===== src/rtl/eep_poll_pkg.sv =====
package eep_poll_pkg;

  typedef enum logic [2:0] {
    S_IDLE,
    S_WSETUP,
    S_WPULSE,
    S_WHOLD,
    S_GAP,
    S_RD,
    S_RREC
  } seq_state_e;

  function automatic int unsigned max_of3(int unsigned a, int unsigned b, int unsigned c);
    int unsigned m;
    m = (a > b) ? a : b;
    return (m > c) ? m : c;
  endfunction

  // Timer preload so that a phase lasts exactly n cycles.
  function automatic int unsigned phase_preload(int unsigned n);
    return (n == 0) ? 0 : n - 1;
  endfunction

  // Extracts the watched bit by masking the whole word.
  function automatic logic pick_bit(logic [63:0] word, int unsigned pos);
    logic [63:0] mask;
    mask = 64'd1 << pos;
    return ^(word & mask);
  endfunction

  // Two samples of the watched bit agree: device finished.
  function automatic logic pair_settled(logic prev_b, logic cur_b);
    return ~(prev_b ^ cur_b);
  endfunction

endpackage


===== src/rtl/eep_phase_timer.sv =====
module eep_phase_timer #(
  parameter int unsigned CW = 4
) (
  input  logic          clk,
  input  logic          rst_n,
  input  logic          load_i,
  input  logic [CW-1:0] load_val_i,
  output logic          zero_o
);

  logic [CW-1:0] cnt_q;

  always_ff @(posedge clk) begin
    if (!rst_n) begin
      cnt_q <= '0;
    end else if (load_i) begin
      cnt_q <= load_val_i;
    end else if (cnt_q != '0) begin
      cnt_q <= cnt_q - 1'b1;
    end
  end

  assign zero_o = (cnt_q == '0);

  // phase lengths depend on a strict one-per-cycle countdown
  p_timer_steps_r5: assert property (@(posedge clk) disable iff (!rst_n)
    ($past(!load_i) && ($past(cnt_q) != '0)) |-> (cnt_q == $past(cnt_q) - 1'b1));

endmodule


===== src/rtl/eep_toggle_track.sv =====
module eep_toggle_track #(
  parameter int unsigned MAX_READS = 16
) (
  input  logic clk,
  input  logic rst_n,
  input  logic clear_i,
  input  logic sample_i,
  input  logic sample_bit_i,
  output logic hit_o,
  output logic last_o
);
  import eep_poll_pkg::*;

  localparam int unsigned RCW = $clog2(MAX_READS + 1);

  logic           ref_bit_q;
  logic           have_ref_q;
  logic [RCW-1:0] rd_cnt_q;

  always_ff @(posedge clk) begin
    if (!rst_n) begin
      ref_bit_q  <= 1'b0;
      have_ref_q <= 1'b0;
      rd_cnt_q   <= '0;
    end else if (clear_i) begin
      have_ref_q <= 1'b0;
      rd_cnt_q   <= '0;
    end else if (sample_i) begin
      ref_bit_q  <= sample_bit_i;
      have_ref_q <= 1'b1;
      rd_cnt_q   <= rd_cnt_q + 1'b1;
    end
  end

  assign hit_o  = sample_i && have_ref_q && pair_settled(ref_bit_q, sample_bit_i);
  assign last_o = sample_i && (rd_cnt_q == RCW'(MAX_READS - 1));

  // the loop never runs past its read limit
  p_cnt_bound_r8: assert property (@(posedge clk) disable iff (!rst_n)
    rd_cnt_q <= RCW'(MAX_READS));

  // a match needs a reference taken by an earlier read
  p_hit_after_first_r6: assert property (@(posedge clk) disable iff (!rst_n)
    hit_o |-> (rd_cnt_q != '0));

endmodule


===== src/rtl/eep_bus_seq.sv =====
module eep_bus_seq
  import eep_poll_pkg::*;
#(
  parameter int unsigned AW        = 15,
  parameter int unsigned DW        = 8,
  parameter int unsigned CW        = 4,
  parameter int unsigned WR_PULSE  = 3,
  parameter int unsigned RD_WAIT   = 2,
  parameter int unsigned GAP_CYC   = 4
) (
  input  logic          clk,
  input  logic          rst_n,
  input  logic          start_i,
  input  logic [AW-1:0] addr_i,
  input  logic [DW-1:0] data_i,
  output logic          busy_o,
  output logic          done_o,
  output logic          timeout_o,
  input  logic          tmr_zero_i,
  output logic          tmr_load_o,
  output logic [CW-1:0] tmr_val_o,
  output logic          trk_clear_o,
  output logic          trk_sample_o,
  input  logic          trk_hit_i,
  input  logic          trk_last_i,
  output logic [AW-1:0] mem_addr_o,
  output logic [DW-1:0] mem_dq_o,
  output logic          mem_dq_oe_o,
  output logic          mem_ce_n_o,
  output logic          mem_oe_n_o,
  output logic          mem_we_n_o
);

  localparam logic [CW-1:0] WR_LOAD  = CW'(phase_preload(WR_PULSE));
  localparam logic [CW-1:0] RD_LOAD  = CW'(phase_preload(RD_WAIT));
  localparam logic [CW-1:0] GAP_LOAD = CW'(phase_preload(GAP_CYC));

  seq_state_e    state_q;
  logic [AW-1:0] addr_q;
  logic [DW-1:0] data_q;
  logic          busy_q, done_q, tout_q;

  // Named internal events
  logic accept_ev;
  logic sample_ev;
  logic finish_ev;
  logic expire_ev;

  assign accept_ev = (state_q == S_IDLE) && start_i;
  assign sample_ev = (state_q == S_RD) && tmr_zero_i;
  assign finish_ev = sample_ev && trk_hit_i;
  assign expire_ev = sample_ev && !trk_hit_i && trk_last_i;

  always_ff @(posedge clk) begin
    if (!rst_n) begin
      state_q <= S_IDLE;
      addr_q  <= '0;
      data_q  <= '0;
      busy_q  <= 1'b0;
      done_q  <= 1'b0;
      tout_q  <= 1'b0;
    end else begin
      done_q <= 1'b0;
      tout_q <= 1'b0;
      unique case (state_q)
        S_IDLE: if (accept_ev) begin
          addr_q  <= addr_i;
          data_q  <= data_i;
          busy_q  <= 1'b1;
          state_q <= S_WSETUP;
        end
        S_WSETUP: state_q <= S_WPULSE;
        S_WPULSE: if (tmr_zero_i) state_q <= S_WHOLD;
        S_WHOLD:  state_q <= S_GAP;
        S_GAP:    if (tmr_zero_i) state_q <= S_RD;
        S_RD: if (sample_ev) begin
          if (finish_ev) begin
            done_q  <= 1'b1;
            busy_q  <= 1'b0;
            state_q <= S_IDLE;
          end else if (expire_ev) begin
            tout_q  <= 1'b1;
            busy_q  <= 1'b0;
            state_q <= S_IDLE;
          end else begin
            state_q <= S_RREC;
          end
        end
        S_RREC:   state_q <= S_RD;
        default:  state_q <= S_IDLE;
      endcase
    end
  end

  // Phase timer control
  always_comb begin
    tmr_load_o = 1'b0;
    tmr_val_o  = '0;
    unique case (state_q)
      S_WSETUP: begin tmr_load_o = 1'b1; tmr_val_o = WR_LOAD;  end
      S_WHOLD:  begin tmr_load_o = 1'b1; tmr_val_o = GAP_LOAD; end
      S_GAP:    begin tmr_load_o = tmr_zero_i; tmr_val_o = RD_LOAD; end
      S_RREC:   begin tmr_load_o = 1'b1; tmr_val_o = RD_LOAD;  end
      default:  begin tmr_load_o = 1'b0; tmr_val_o = '0;       end
    endcase
  end

  assign trk_clear_o  = accept_ev;
  assign trk_sample_o = sample_ev;

  // Bus decode from the registered state
  always_comb begin
    mem_ce_n_o  = 1'b1;
    mem_oe_n_o  = 1'b1;
    mem_we_n_o  = 1'b1;
    mem_dq_oe_o = 1'b0;
    unique case (state_q)
      S_WSETUP, S_WHOLD: begin mem_ce_n_o = 1'b0; mem_dq_oe_o = 1'b1; end
      S_WPULSE: begin mem_ce_n_o = 1'b0; mem_we_n_o = 1'b0; mem_dq_oe_o = 1'b1; end
      S_RD:     begin mem_ce_n_o = 1'b0; mem_oe_n_o = 1'b0; end
      default:  begin end
    endcase
  end

  assign mem_addr_o = addr_q;
  assign mem_dq_o   = data_q;
  assign busy_o     = busy_q;
  assign done_o     = done_q;
  assign timeout_o  = tout_q;

  // a write strobe and a read strobe never overlap
  p_we_oe_excl_r3: assert property (@(posedge clk) disable iff (!rst_n)
    !(!mem_we_n_o && !mem_oe_n_o));

  // no drive fight while the device outputs data
  p_no_contention_r3: assert property (@(posedge clk) disable iff (!rst_n)
    !mem_oe_n_o |-> !mem_dq_oe_o);

  // write strobe only with chip selected, outputs off and data driven
  p_we_frame_r2: assert property (@(posedge clk) disable iff (!rst_n)
    !mem_we_n_o |-> (!mem_ce_n_o && mem_oe_n_o && mem_dq_oe_o));

  // completion ends the busy window and lasts one cycle
  p_done_drops_busy_r7: assert property (@(posedge clk) disable iff (!rst_n)
    done_o |-> !busy_o);
  p_done_pulse_r7: assert property (@(posedge clk) disable iff (!rst_n)
    done_o |=> !done_o);

  // a transaction ends in completion or timeout, never both
  p_end_excl_r8: assert property (@(posedge clk) disable iff (!rst_n)
    !(done_o && timeout_o));

  // the transaction address cannot move while busy
  p_addr_held_r9: assert property (@(posedge clk) disable iff (!rst_n)
    (busy_o && $past(busy_o)) |-> $stable(mem_addr_o));

  // a read always ends with the strobe released
  p_read_release_r5: assert property (@(posedge clk) disable iff (!rst_n)
    (sample_ev && !finish_ev && !expire_ev) |=> mem_oe_n_o);

endmodule


===== src/rtl/eep_toggle_poller.sv =====
module eep_toggle_poller #(
  parameter int unsigned AW        = 15,
  parameter int unsigned DW        = 8,
  parameter int unsigned TOG_BIT   = 6,
  parameter int unsigned WR_PULSE  = 3,
  parameter int unsigned RD_WAIT   = 2,
  parameter int unsigned GAP_CYC   = 4,
  parameter int unsigned MAX_READS = 16
) (
  input  logic          clk,
  input  logic          rst_n,
  input  logic          start_i,
  input  logic [AW-1:0] addr_i,
  input  logic [DW-1:0] data_i,
  output logic          busy_o,
  output logic          done_o,
  output logic          timeout_o,
  output logic [AW-1:0] mem_addr_o,
  output logic [DW-1:0] mem_dq_o,
  output logic          mem_dq_oe_o,
  input  logic [DW-1:0] mem_dq_i,
  output logic          mem_ce_n_o,
  output logic          mem_oe_n_o,
  output logic          mem_we_n_o
);
  import eep_poll_pkg::*;

  localparam int unsigned CW = $clog2(max_of3(WR_PULSE, RD_WAIT, GAP_CYC) + 1);

  logic          tmr_zero, tmr_load;
  logic [CW-1:0] tmr_val;
  logic          trk_clear, trk_sample, trk_hit, trk_last;
  logic          watched_bit;

  assign watched_bit = pick_bit(64'(mem_dq_i), TOG_BIT);

  eep_bus_seq #(
    .AW(AW), .DW(DW), .CW(CW),
    .WR_PULSE(WR_PULSE), .RD_WAIT(RD_WAIT), .GAP_CYC(GAP_CYC)
  ) u_seq (
    .clk(clk), .rst_n(rst_n),
    .start_i(start_i), .addr_i(addr_i), .data_i(data_i),
    .busy_o(busy_o), .done_o(done_o), .timeout_o(timeout_o),
    .tmr_zero_i(tmr_zero), .tmr_load_o(tmr_load), .tmr_val_o(tmr_val),
    .trk_clear_o(trk_clear), .trk_sample_o(trk_sample),
    .trk_hit_i(trk_hit), .trk_last_i(trk_last),
    .mem_addr_o(mem_addr_o), .mem_dq_o(mem_dq_o), .mem_dq_oe_o(mem_dq_oe_o),
    .mem_ce_n_o(mem_ce_n_o), .mem_oe_n_o(mem_oe_n_o), .mem_we_n_o(mem_we_n_o)
  );

  eep_phase_timer #(.CW(CW)) u_tmr (
    .clk(clk), .rst_n(rst_n),
    .load_i(tmr_load), .load_val_i(tmr_val), .zero_o(tmr_zero)
  );

  eep_toggle_track #(.MAX_READS(MAX_READS)) u_trk (
    .clk(clk), .rst_n(rst_n),
    .clear_i(trk_clear), .sample_i(trk_sample), .sample_bit_i(watched_bit),
    .hit_o(trk_hit), .last_o(trk_last)
  );

  // quiet bus and flags in reset
  p_reset_quiet_r1: assert property (@(posedge clk)
    !rst_n |=> (!busy_o && !done_o && !timeout_o && !mem_dq_oe_o &&
                mem_ce_n_o && mem_oe_n_o && mem_we_n_o));

endmodule


===== config.mk =====
export PLATFORM = sky130hd
export DESIGN_NAME = eep_toggle_poller
export DESIGN_NICKNAME = d
export VERILOG_FILES = /design/src/rtl/eep_poll_pkg.sv /design/src/rtl/eep_phase_timer.sv /design/src/rtl/eep_toggle_track.sv /design/src/rtl/eep_bus_seq.sv /design/src/rtl/eep_toggle_poller.sv
export SDC_FILE = /design/constraint.sdc
export NUM_CORES = 1
export LEC_CHECK = 0
export BUFFER_PORTS_ARGS = -buffer_cell sky130_fd_sc_hd__buf_2
export CAP_MARGIN = 5
export CORE_ASPECT_RATIO = 2
export CORE_MARGIN = 4
export CORE_UTILIZATION = 52
export DETAILED_ROUTE_END_ITERATION = 12
export GPL_TIMING_DRIVEN = 0
export PLACE_DENSITY = 0.83
export SLEW_MARGIN = 20
export SYNTH_ARGS = -nofsm -noshare
export SYNTH_HDL_FRONTEND = slang
export SYNTH_SLANG_ARGS = --single-unit

===== constraint.sdc =====
create_clock -name clk -period 3.9 [get_ports clk]
set_input_delay 0.585 -clock clk [delete_from_list [all_inputs] [get_ports clk]]
set_output_delay 0.585 -clock clk [all_outputs]
set_load 0.02 [all_outputs]

==> results of run 1 <==
-- report_power, final --
group | leakage (nW) | switching, mW | internal, mW | total [mW]
combinational | 0.607 | 0.371 | 0.248 | 0.618
sequential | 0.319 | 0.0521 | 0.481 | 0.533
clock | 0.0422 | 0.134 | 0.126 | 0.260
total | 0.968 | 0.557 | 0.854 | 1.41
-- cell type report --
class                      count  area [µm²]
buffer                        14        82.6
clock buffer                   7        76.3
clock inverter                 1        5.00
fill                         275        1050
inverter                       5        18.8
multi-input combinational    140         831
sequential                    39         781
tap                           31        38.8
timing repair buffer          55         275
-- worst min-delay path, delay by kind of cell, from the launching register on --
| kind | cells | cell delay, ns |
|---|---|---|
| compound gates | 1 | 0.05 |
| flops | 1 | 0.31 |
| simple gates | 1 | 0.05 |
-- through the flow --
step           instances  hold slack [ns]  setup slack, ns  area, µm²
3_5_place_dp         284            0.442             2.16       2030
5_1_grt              292            0.470             1.80       2110
3_3_place_gp         284            0.438             2.17       2030
4_1_cts              292            0.452             1.84       2110
2_1_floorplan        198            0.453             2.30       1710
6_report             292            0.450             1.85       2110
-- cells in the final DEF (no fill, tap or decap), types with 2 or more instances in the layout --
cell type,synthesis,routed
nand3b_1,3,3
clkbuf_8,0,5
a21boi_1,16,16
nand2_1,52,52
nor2_1,13,13
buf_4,3,3
ha_1,4,4
buf_6,2,2
a211oi_1,2,2
nand3_1,2,2
inv_1,5,5
o21a_1,3,3
o21ai_0,5,5
clkbuf_1,5,7
a21oi_1,3,3
a21o_1,2,2
xnor2_1,3,3
a21boi_0,7,7
buf_2,3,58
mux2i_1,4,4
nand2b_1,3,3
nor2b_1,4,4
or3b_2,2,2
dfxtp_1,39,39
-- routing by layer --
layer / wire length [µm] / vias up / GRT usage
met5: 0 / - / 0
met4: 80 / 0 / 0.0980
met3: 155 / 7 / 0.0317
met2: 2010 / 33 / 0.342
met1: 1370 / 694 / 0.176
li1: - / 784 / -
-- worst paths after layout --
check,endpoint,slack [ns],depth (start not counted)
worst max register to register,u_seq.state_q[0],2.27,7
worst min register to register,u_seq.mem_addr_o[4],0.45,2
worst min-delay path,u_seq.mem_addr_o[4],0.45,2
worst max-delay path,mem_we_n_o,1.85,3
-- sequential cells by signal (all words and copies together) (netlist names) --
name / count
u_trk.have_ref_q: 1
u_tmr.cnt_q: 3
u_seq.timeout_o: 1
u_trk.ref_bit_q: 1
u_seq.mem_dq_o: 8
u_seq.mem_addr_o: 15
u_trk.rd_cnt_q: 5
u_seq.busy_o: 1
u_seq.done_o: 1
u_seq.state_q: 3
-- logic make-up (layout without fill, tap and decap cells) --
| logic type | Yosys count | in the layout |
|---|---|---|
| buf+inv | 19 | 82 |
| fa+ha+maj | 4 | 4 |
| xor+xnor | 3 | 3 |
| simple gates | 86 | 86 |
| compound gates | 43 | 43 |
| flops | 39 | 39 |
| mux | 4 | 4 |
==> impl_summary.txt, run 1 <==
----------------------------------------------------
[Run status]
  Run status ... finished clean

[Logic synthesis]
  Synth Area in Compound Gates ... 0.179
  Synth Warn # ... 0
  Share of the synthesized netlist area taken by xor and xnor gates ... 0.0153
  Synth area leaders ... dfxtp_1 (46%), nand2_1 (11%), a21boi_1 (7.0%)
  Portion of the post-synthesis area used by sequential elements ... 0.456
  Syn nets ... 236
  Number of synthesized register bits ... 39
  Post-synthesis cell count ... 198
  Synth cell count leaders ... nand2_1 (52), dfxtp_1 (39), a21boi_1 (16), nor2_1 (13), a21boi_0 (7)
  Multiplexer share of the synthesized area ... 0.0234
  Top-area cell type share of the netlist area ... 0.456
  Dominant combinational cell family by area after synthesis ... simple AND/OR/NAND/NOR gates
  Adder and majority cell fraction of the synthesized area ... 0.0292
  Count of cell types in the netlist ... 36
  Avg Synthesized Cell Area ... approximately 8.7 µm²
  Netlist area before placement ... 1710 µm²
  Dominant register cell in the synthesized netlist ... dfxtp_1
  Most repeated cell in the gate-level netlist after synthesis ... nand2_1
  Share of synthesized cell area in and, or, nand and nor gates ... 0.238
  Largest area contributor in the synthesized netlist ... dfxtp_1
  Asr flop ratio synth ... 0
  Post-synth EDFFs ... 0

[Route]
  Per-cell routed wire length ... between 10 and 15 µm
  Routed via count ... 1518
  Drt initial violations ... 25
  Via-to-Cell Ratio ... just over 5
  Total length of routed wires ... roughly 3.6 mm
  Iteration count of the initial detailed-routing pass ... 4
  Count of antenna-violating nets left after detailed routing ... 0
  DRC violation count after routing ... 0

[Clock network]
  Resized cells post-CTS ... 0
  Number of H-tree levels ... 2
  TritonCTS clock tree ... done
  Total CTS buffers ... 5
  Hold-fix buffers at CTS ... 0
  Buffers from clock root to sink, at most ... 2
  Clock insertion delay at the later pin of the skew report ... between 0.2 and 0.3 ns
  Clk slew on worst S/H paths ... about 0.07 ns
  CTS sink count ... 39
  Clock root buffer master ... clkbuf_8
  Number of setup buffers added after CTS ... 0

[Timing]
  Headroom to the max-slew limit ... 0.720
  Unrepaired setup endpoints after global routing ... no
  Post-route minimum period ... about 2.1 ns
  Peak Freq ... between 400 and 500 MHz
  Final hold violations ... 0
  Number of setup violations in the final report ... 0
  Final cycle utilization of the critical path ... 0.527
  Aggregate negative setup slack ... 0 ns
  Pins over their slew limit ... 0
  Fin Clk Skew ... 0.00485 ns
  Slew of the pin with the lowest slew margin ... 0.420 ns

[Critical path]
  Critical register-to-register path startpoint ... u_tmr.cnt_q[0]
  Source of the critical timing path ... u_seq.state_q[0]
  Crit start category ... flop
  Worst-path cell with the longest stage delay ... or3b_2
  WP data arrival ... 1.47 ns
  Slowest cell delay on critical path ... 0.49 ns
  Critical path type ... flop to primary output
  Crit path max fanout ... 10
  Number of buffer and inverter stages on the critical path ... 2
  Category of the worst setup path capture point ... primary output
  Cell-by-cell listing of the critical path ... buf_4 -> or3b_2 -> buf_2
  CP Data Required Time ... 3.31 ns
  Family with the most delay on the worst path ... simple AND/OR/NAND/NOR gates

[Power]
  Areal power density over the cells ... 669 nW/µm²
  Reported leakage power ... slightly below 1 nW
  Overall power of the completed layout ... 1.41 mW
  Worst ir drop on vdd ... 0.427 mV

[Die]
  Die area ... 4330 µm²
  Starting density of the core ... 0.543
  Count of standard-cell rows ... 29
  Top-level port count ... between 60 and 70
  Width of the die ... 48.6 µm
  Area of the placeable core ... 3160 µm²
  Height of the die ... 89.2 µm

[Min path]
  Min-Delay Path Class ... flop to flop
  HP Start ... u_seq.mem_addr_o[4]

[Cells and area]
  Area grow syn2layout ... 23.1%
  Count of antenna diodes in the layout ... 0
  Share of cells above drive strength 1 ... 0.276
  Net total in the final layout ... 298
  Utilization after layout ... 0.668

[Global routing]
  Global route overflow ... 0
  Overall Global Routing Usage ... 0.178
  Number of global-route vias before repair ... 1495
  Maximum number of pins on one net before global-route repair ... 12
  Antenna violations before repair ... 0
  Wire length of the first global-routing pass ... between 6 and 7 mm

[Flow run]
  Max-capacitance violation count ... 0

[Placed design]
  Buffers added on ports ... between 50 and 60
  Final weighted congestion of routability-driven global placement ... 0.824
  Placed wire-length estimate ... approximately 2.8 mm

----------------------------------------------------
No activity file was read; power rests on OpenSTA's default activity.
==> run 2, diff against run 1 <==
Settings changed: CORE_UTILIZATION 52 to 48, PLACE_DENSITY 0.83 to 0.77.
Clock period 3.9 ns to 1.9 ns, I/O delays scaled along.
==> impl_summary.txt, run 2 (synthesis gave the netlist of run 1 again) <==
----------------------------------------------------
[Run status]
  Run status ... finished clean

[Cells and area]
  Multi-input logic area ... 831 µm² (unchanged)
  Count of fill cells added during filler insertion ... 336 (+22%)
  Net total in the final layout ... 298 (unchanged)
  Area grow syn2layout ... 24.5%
  Final instance area ... 2130 µm² (+1.1%)
  Max FFs per register ... 15 (unchanged)
  Share of cells above drive strength 1 ... 0.284 (+0.00766)
  Storage cell area ... 781 µm² (unchanged)
  Final instance count without filler cells ... 309 (+5.8%)
  Count of antenna diodes in the layout ... 0 (unchanged)
  Commonest cells after routing, fill and taps aside ... buf_2 (58), nand2_1 (52), dfxtp_1 (39)
  Utilization after layout ... 0.624 (-0.0437)
  Commonest non-fill, non-tap cell in the layout ... buf_2

[Power]
  Switching power ... 1.16 mW (+110%)
  Pint ... 1.75 mW (+100%)
  Logic pwr share ... 0.440 (+0.002)
  Areal power density over the cells ... 1360 nW/µm² (+100%)
  Share of power burned in the clock network ... 0.185 (about the same)
  Switching part of the total ... 0.399 (+0.00434)
  Part of the power in registers ... 0.376 (-0.002)
  Reported leakage power ... 0.974 nW (+0.56%)
  Worst ir drop on vdd ... 0.764 mV (+79%)
  Overall power of the completed layout ... 2.91 mW (+110%)

[Clock network]
  Total CTS buffers ... 5 (unchanged)
  Clock root buffer master ... clkbuf_8
  Hold-fix buffers at CTS ... 0 (unchanged)
  Resized cells post-CTS ... 0 (unchanged)
  TritonCTS clock tree ... done
  Number of H-tree levels ... 2 (unchanged)
  Clk slew on worst S/H paths ... 0.08 ns (about the same)
  Number of setup buffers added after CTS ... 0 (unchanged)
  Buffers from clock root to sink, at most ... 2 (unchanged)
  CTS sink count ... 39 (unchanged)
  Clock insertion delay at the later pin of the skew report ... 0.29 ns (about the same)

[Critical path]
  Total number of cells along the worst setup path ... 3 (unchanged)
  Category of the worst setup path capture point ... primary output
  Critical path type ... flop to primary output
  Number of cells on the worst reg-to-reg path ... 6 (-1)
  Critical Path End ... mem_we_n_o
  Family with the most delay on the worst path ... simple AND/OR/NAND/NOR gates
  Cell-by-cell listing of the critical path ... buf_4 -> or3b_2 -> buf_2
  Critical register-to-register path startpoint ... u_tmr.cnt_q[0]
  CP Data Required Time ... 1.62 ns (-1.69 ns)
  Number of buffer and inverter stages on the critical path ... 2 (unchanged)
  Flop-to-flop setup slack ... 0.24 ns (-2.03 ns)
  Reg2Reg Capture Point ... u_tmr.cnt_q[0]
  Source of the critical timing path ... u_seq.state_q[0]
  Worst-path cell with the longest stage delay ... or3b_2
  Crit start category ... flop
  Crit path max fanout ... 10 (unchanged)
  WP data arrival ... 1.48 ns (about the same)
  Slowest cell delay on critical path ... 0.49 ns (about the same)

[Timing]
  Final hold violations ... 0 (unchanged)
  Pins over their slew limit ... 0 (unchanged)
  Min setup slack post-route ... 0.139 ns (-1.71 ns)
  Slew of the pin with the lowest slew margin ... 0.450 ns (+0.0298 ns)
  Number of setup violations in the final report ... 0 (unchanged)
  Worst hold-check slack ... 0.220 ns (-0.230 ns)
  Aggregate negative setup slack ... 0 ns (unchanged)
  Fin Clk Skew ... 0.00672 ns (+0.00188 ns)
  Post-route minimum period ... 1.76 ns
  Final cycle utilization of the critical path ... 0.927
  Unrepaired setup endpoints after global routing ... no
  Peak Freq ... 568 MHz
  Headroom to the max-slew limit ... 0.700 (-0.0199)

[Die]
  Width of the die ... 50.2 µm (+3.4%)
  Starting density of the core ... 0.501 (-0.0411)
  Count of standard-cell rows ... 30 (+3.4%)
  Die area ... 4650 µm² (+7.3%)
  Area of the placeable core ... 3420 µm² (+8.2%)
  Height of the die ... 92.5 µm (+3.7%)
  Top-level port count ... 64 (unchanged)

[Global routing]
  Maximum number of pins on one net before global-route repair ... 13 (+1)
  Overall Global Routing Usage ... 0.176 (-0.00229)
  Number of global-route vias before repair ... 1478 (-1.1%)
  Global route overflow ... 0 (unchanged)
  Wire length of the first global-routing pass ... 6.26 mm (+0.22%)
  Antenna violations before repair ... 0 (unchanged)

[Placed design]
  Buffers added on ports ... 55 (unchanged)
  DP Cell Count ... 301 (+6.0%)
  Worst slack, placed ... 0.227 ns (-1.93 ns)
  Placed wire-length estimate ... 2.85 mm (+1.6%)
  Final weighted congestion of routability-driven global placement ... 0.746 (-9.5%)
  Area after detailed placement ... 2050 µm² (+1.0%)

[Flow run]
  Max-capacitance violation count ... 0 (unchanged)

[Route]
  Iteration count of the initial detailed-routing pass ... 4 (unchanged)
  Drt initial violations ... 18 (-28%)
  Total length of routed wires ... 3.76 mm (+4.0%)
  Routed via count ... 1525 (+0.46%)
  Count of antenna-violating nets left after detailed routing ... 0 (unchanged)
  DRC violation count after routing ... 0 (unchanged)
  Per-cell routed wire length ... 12.2 µm (-1.8%)
  Via-to-Cell Ratio ... 4.94 (-5.1%)

[Min path]
  Min-Delay Path Class ... input pin to flop
  HP Start ... addr_i[7]

----------------------------------------------------
==> run 2: changes by cell type in the layout (fill, tap and decap cells not counted), sizes merged <==
cell	change
clkbuf	-2
clkinv	+2
==> run 2: layout make-up <==
class	instances	area share
Inverter	5	0.00880
Sequential cell	39	0.366
Clock buffer	5	0.0323
Clock inverter	3	0.00704
Tap cell	48	0.0282
Timing Repair Buffer	55	0.129
Multi-Input combinational cell	140	0.390
Buffer	14	0.0387
==> run 2: how the worst min path moves through the flow <==
stage	endpoint	slack, ns	cells past startpoint
2_1_floorplan	u_seq.mem_addr_o[0]	0.42	2
3_3_place_gp	u_seq.mem_dq_o[6]	0.44	2
3_5_place_dp	u_seq.mem_dq_o[3]	0.44	2
4_1_cts	u_seq.mem_addr_o[7]	0.21	3
5_1_grt	u_seq.mem_addr_o[2]	0.21	3
6_report	u_seq.mem_addr_o[7]	0.22	3
==> run 2: layer usage <==
layer	part of all wire	GRT usage
met1	0.36	0.166
met2	0.56	0.330
met3	0.058	0.0515
met4	0.019	0.0831
met5	0	0
==> run 2: power groups by stage <==
stage / clock, mW / combinational [mW] / sequential [mW]
floorplan: 0 / 0.802 / 1.24
detailed placement: 0 / 1.29 / 1.11
global route: 0.596 / 1.43 / 1.12
global placement: 0 / 1.28 / 1.10
CTS: 0.562 / 1.30 / 1.09
finish: 0.536 / 1.28 / 1.09
==> run 2: worst register-to-register path: stages, from the launching register on <==
cell	delay, ns
dfxtp_1	0.36
inv_1	0.05
ha_1	0.19
ha_1	0.25
buf_1	0.24
xnor2_1	0.18
o311a_1	0.29
==> run 3, diff against run 2 <==
Settings changed: CORE_ASPECT_RATIO 2 to 1.5.
==> impl_summary.txt, run 3 (synthesis gave the netlist of run 1 again) <==
----------------------------------------------------
[Placed design]
  Placed wire-length estimate ... 2.73 mm (-4.0%)
  DP Cell Count ... 295 (-2.0%)
  Final weighted congestion of routability-driven global placement ... 0.722 (-3.2%)
  Buffers added on ports ... 55 (unchanged)

[Route]
  Total length of routed wires ... 3.68 mm (-2.1%)
  Via-to-Cell Ratio ... 5.00 (+1.3%)
  Iteration count of the initial detailed-routing pass ... 4 (unchanged)
  Per-cell routed wire length ... 12.1 µm (-0.19%)
  Drt initial violations ... 21 (+3)
  DRC violation count after routing ... 0 (unchanged)
  Count of antenna-violating nets left after detailed routing ... 0 (unchanged)
  Routed via count ... 1515 (-0.66%)

[Timing]
  Fin Clk Skew ... 0.00682 ns (+0.000101 ns)
  Slew of the pin with the lowest slew margin ... 0.438 ns (-0.0120 ns)
  Post-route minimum period ... 1.75 ns (-0.00880 ns)
  Pins over their slew limit ... 0 (unchanged)
  Final cycle utilization of the critical path ... 0.922 (-0.00463)
  Unrepaired setup endpoints after global routing ... no
  Headroom to the max-slew limit ... 0.708 (+0.00798)
  Aggregate negative setup slack ... 0 ns (unchanged)
  Final hold violations ... 0 (unchanged)
  Number of setup violations in the final report ... 0 (unchanged)
  Peak Freq ... 571 MHz (+0.50%)

[Power]
  Share of power burned in the clock network ... 0.192 (+0.007)
  Switching part of the total ... 0.402 (+0.00338)
  Reported leakage power ... 0.966 nW (-0.77%)
  Part of the power in registers ... 0.374 (-0.002)
  Logic pwr share ... 0.434 (-0.006)
  Pint ... 1.75 mW (+0.17%)
  Areal power density over the cells ... 1370 nW/µm² (+0.86%)
  Switching power ... 1.18 mW (+1.6%)
  Worst ir drop on vdd ... 0.949 mV (+24%)

[Cells and area]
  Max FFs per register ... 15 (unchanged)
  Final instance count without filler cells ... 303 (-1.9%)
  Count of antenna diodes in the layout ... 0 (unchanged)
  Area grow syn2layout ... 24.3%
  Count of fill cells added during filler insertion ... 344 (+2.4%)
  Share of cells above drive strength 1 ... 0.284 (unchanged)
  Net total in the final layout ... 298 (unchanged)
  Commonest cells after routing, fill and taps aside ... buf_2 (58), nand2_1 (52), dfxtp_1 (39)
  Commonest non-fill, non-tap cell in the layout ... buf_2

[Clock network]
  Hold-fix buffers at CTS ... 0 (unchanged)
  Number of setup buffers added after CTS ... 0 (unchanged)
  Clk slew on worst S/H paths ... 0.08 ns (about the same)
  Buffers from clock root to sink, at most ... 2 (unchanged)
  Clock insertion delay at the later pin of the skew report ... 0.30 ns (about the same)
  Total CTS buffers ... 5 (unchanged)
  Number of H-tree levels ... 2 (unchanged)
  Resized cells post-CTS ... 0 (unchanged)
  Clock root buffer master ... clkbuf_8
  CTS sink count ... 39 (unchanged)
  TritonCTS clock tree ... done

[Global routing]
  Number of global-route vias before repair ... 1437 (-2.8%)
  Global route overflow ... 0 (unchanged)
  Antenna violations before repair ... 0 (unchanged)
  Wire length of the first global-routing pass ... 6.24 mm (-0.34%)
  Maximum number of pins on one net before global-route repair ... 14 (+1)
  Overall Global Routing Usage ... 0.175 (-0.000891)

[Die]
  Top-level port count ... 64 (unchanged)
  Width of the die ... 56.8 µm (+13%)
  Height of the die ... 81.2 µm (-12%)
  Starting density of the core ... 0.501 (unchanged)
  Die area ... 4610 µm² (-0.82%)
  Area of the placeable core ... 3420 µm² (unchanged)
  Count of standard-cell rows ... 26 (-13%)

[Critical path]
  Category of the worst setup path capture point ... primary output
  Crit path max fanout ... 10 (unchanged)
  WP data arrival ... 1.47 ns (about the same)
  Critical path type ... flop to primary output
  CP Data Required Time ... 1.62 ns (about the same)
  Crit start category ... flop

[Flow run]
  Max-capacitance violation count ... 0 (unchanged)

[Min path]
  Min-Delay Path Class ... input pin to flop

[Run status]
  Run status ... finished clean

----------------------------------------------------
## run 3: changes by cell type in the layout (fill, tap and decap cells not counted), sizes merged
cell	delta
clkinvlp	+2
clkinv	-2
## run 3: area by class of cell
type                    count  area (µm²)  share of cell area
multi-input cells         140         831               0.390
flip-flops and latches     39         781               0.367
repair buffers             55         275               0.129
plain buffers              14        82.6              0.0388
clock buffers               5        68.8              0.0323
well taps                  42        52.6              0.0247
clock inverters             3        20.0             0.00940
inverters                   5        18.8             0.00881
## run 3: worst paths after layout
| check | startpoint | end | slack [ns] | cells past startpoint |
|---|---|---|---|---|
| worst max-delay path | u_seq.state_q[0] | mem_we_n_o | 0.15 | 3 |
| worst min-delay path | data_i[6] | u_seq.mem_dq_o[6] | 0.22 | 3 |
| worst max register to register | u_tmr.cnt_q[0] | u_tmr.cnt_q[2] | 0.22 | 7 |
| worst min register to register | u_seq.mem_dq_o[2] | u_seq.mem_dq_o[2] | 0.45 | 2 |
## run 3: worst max-delay path, cell delays in order (launching register included)
cell and delay (ns):
dfxtp_1 0.35, buf_4 0.17, or3b_2 0.48, buf_2 0.17
## run 3: power by group through the flow
stage	clock [mW]	combinational [mW]	sequential, mW
finish	0.560	1.27	1.10
global route	0.612	1.44	1.12
CTS	0.582	1.29	1.10
detailed placement	0	1.28	1.12
floorplan	0	0.802	1.24
global placement	0	1.26	1.11
## run 3: layer usage
layer | global-route usage | routed length [µm]
met5 | 0 | 0
met4 | 0.0905 | 78
met1 | 0.193 | 1520
met3 | 0.0556 | 230
met2 | 0.300 | 1850
## run 3: stage by stage
step	area [µm²]	hold WS (ns)	util	total power, mW	setup slack [ns]
after floorplan	1710	0.420	-	2.05	0.394
after global placement	2040	0.438	0.597	2.37	0.270
after detailed placement	2040	0.445	0.597	2.40	0.241
after CTS	2130	0.206	0.623	2.97	0.139
after global routing	2130	0.209	0.623	3.17	0.0404
final	2130	0.218	0.623	2.93	0.148
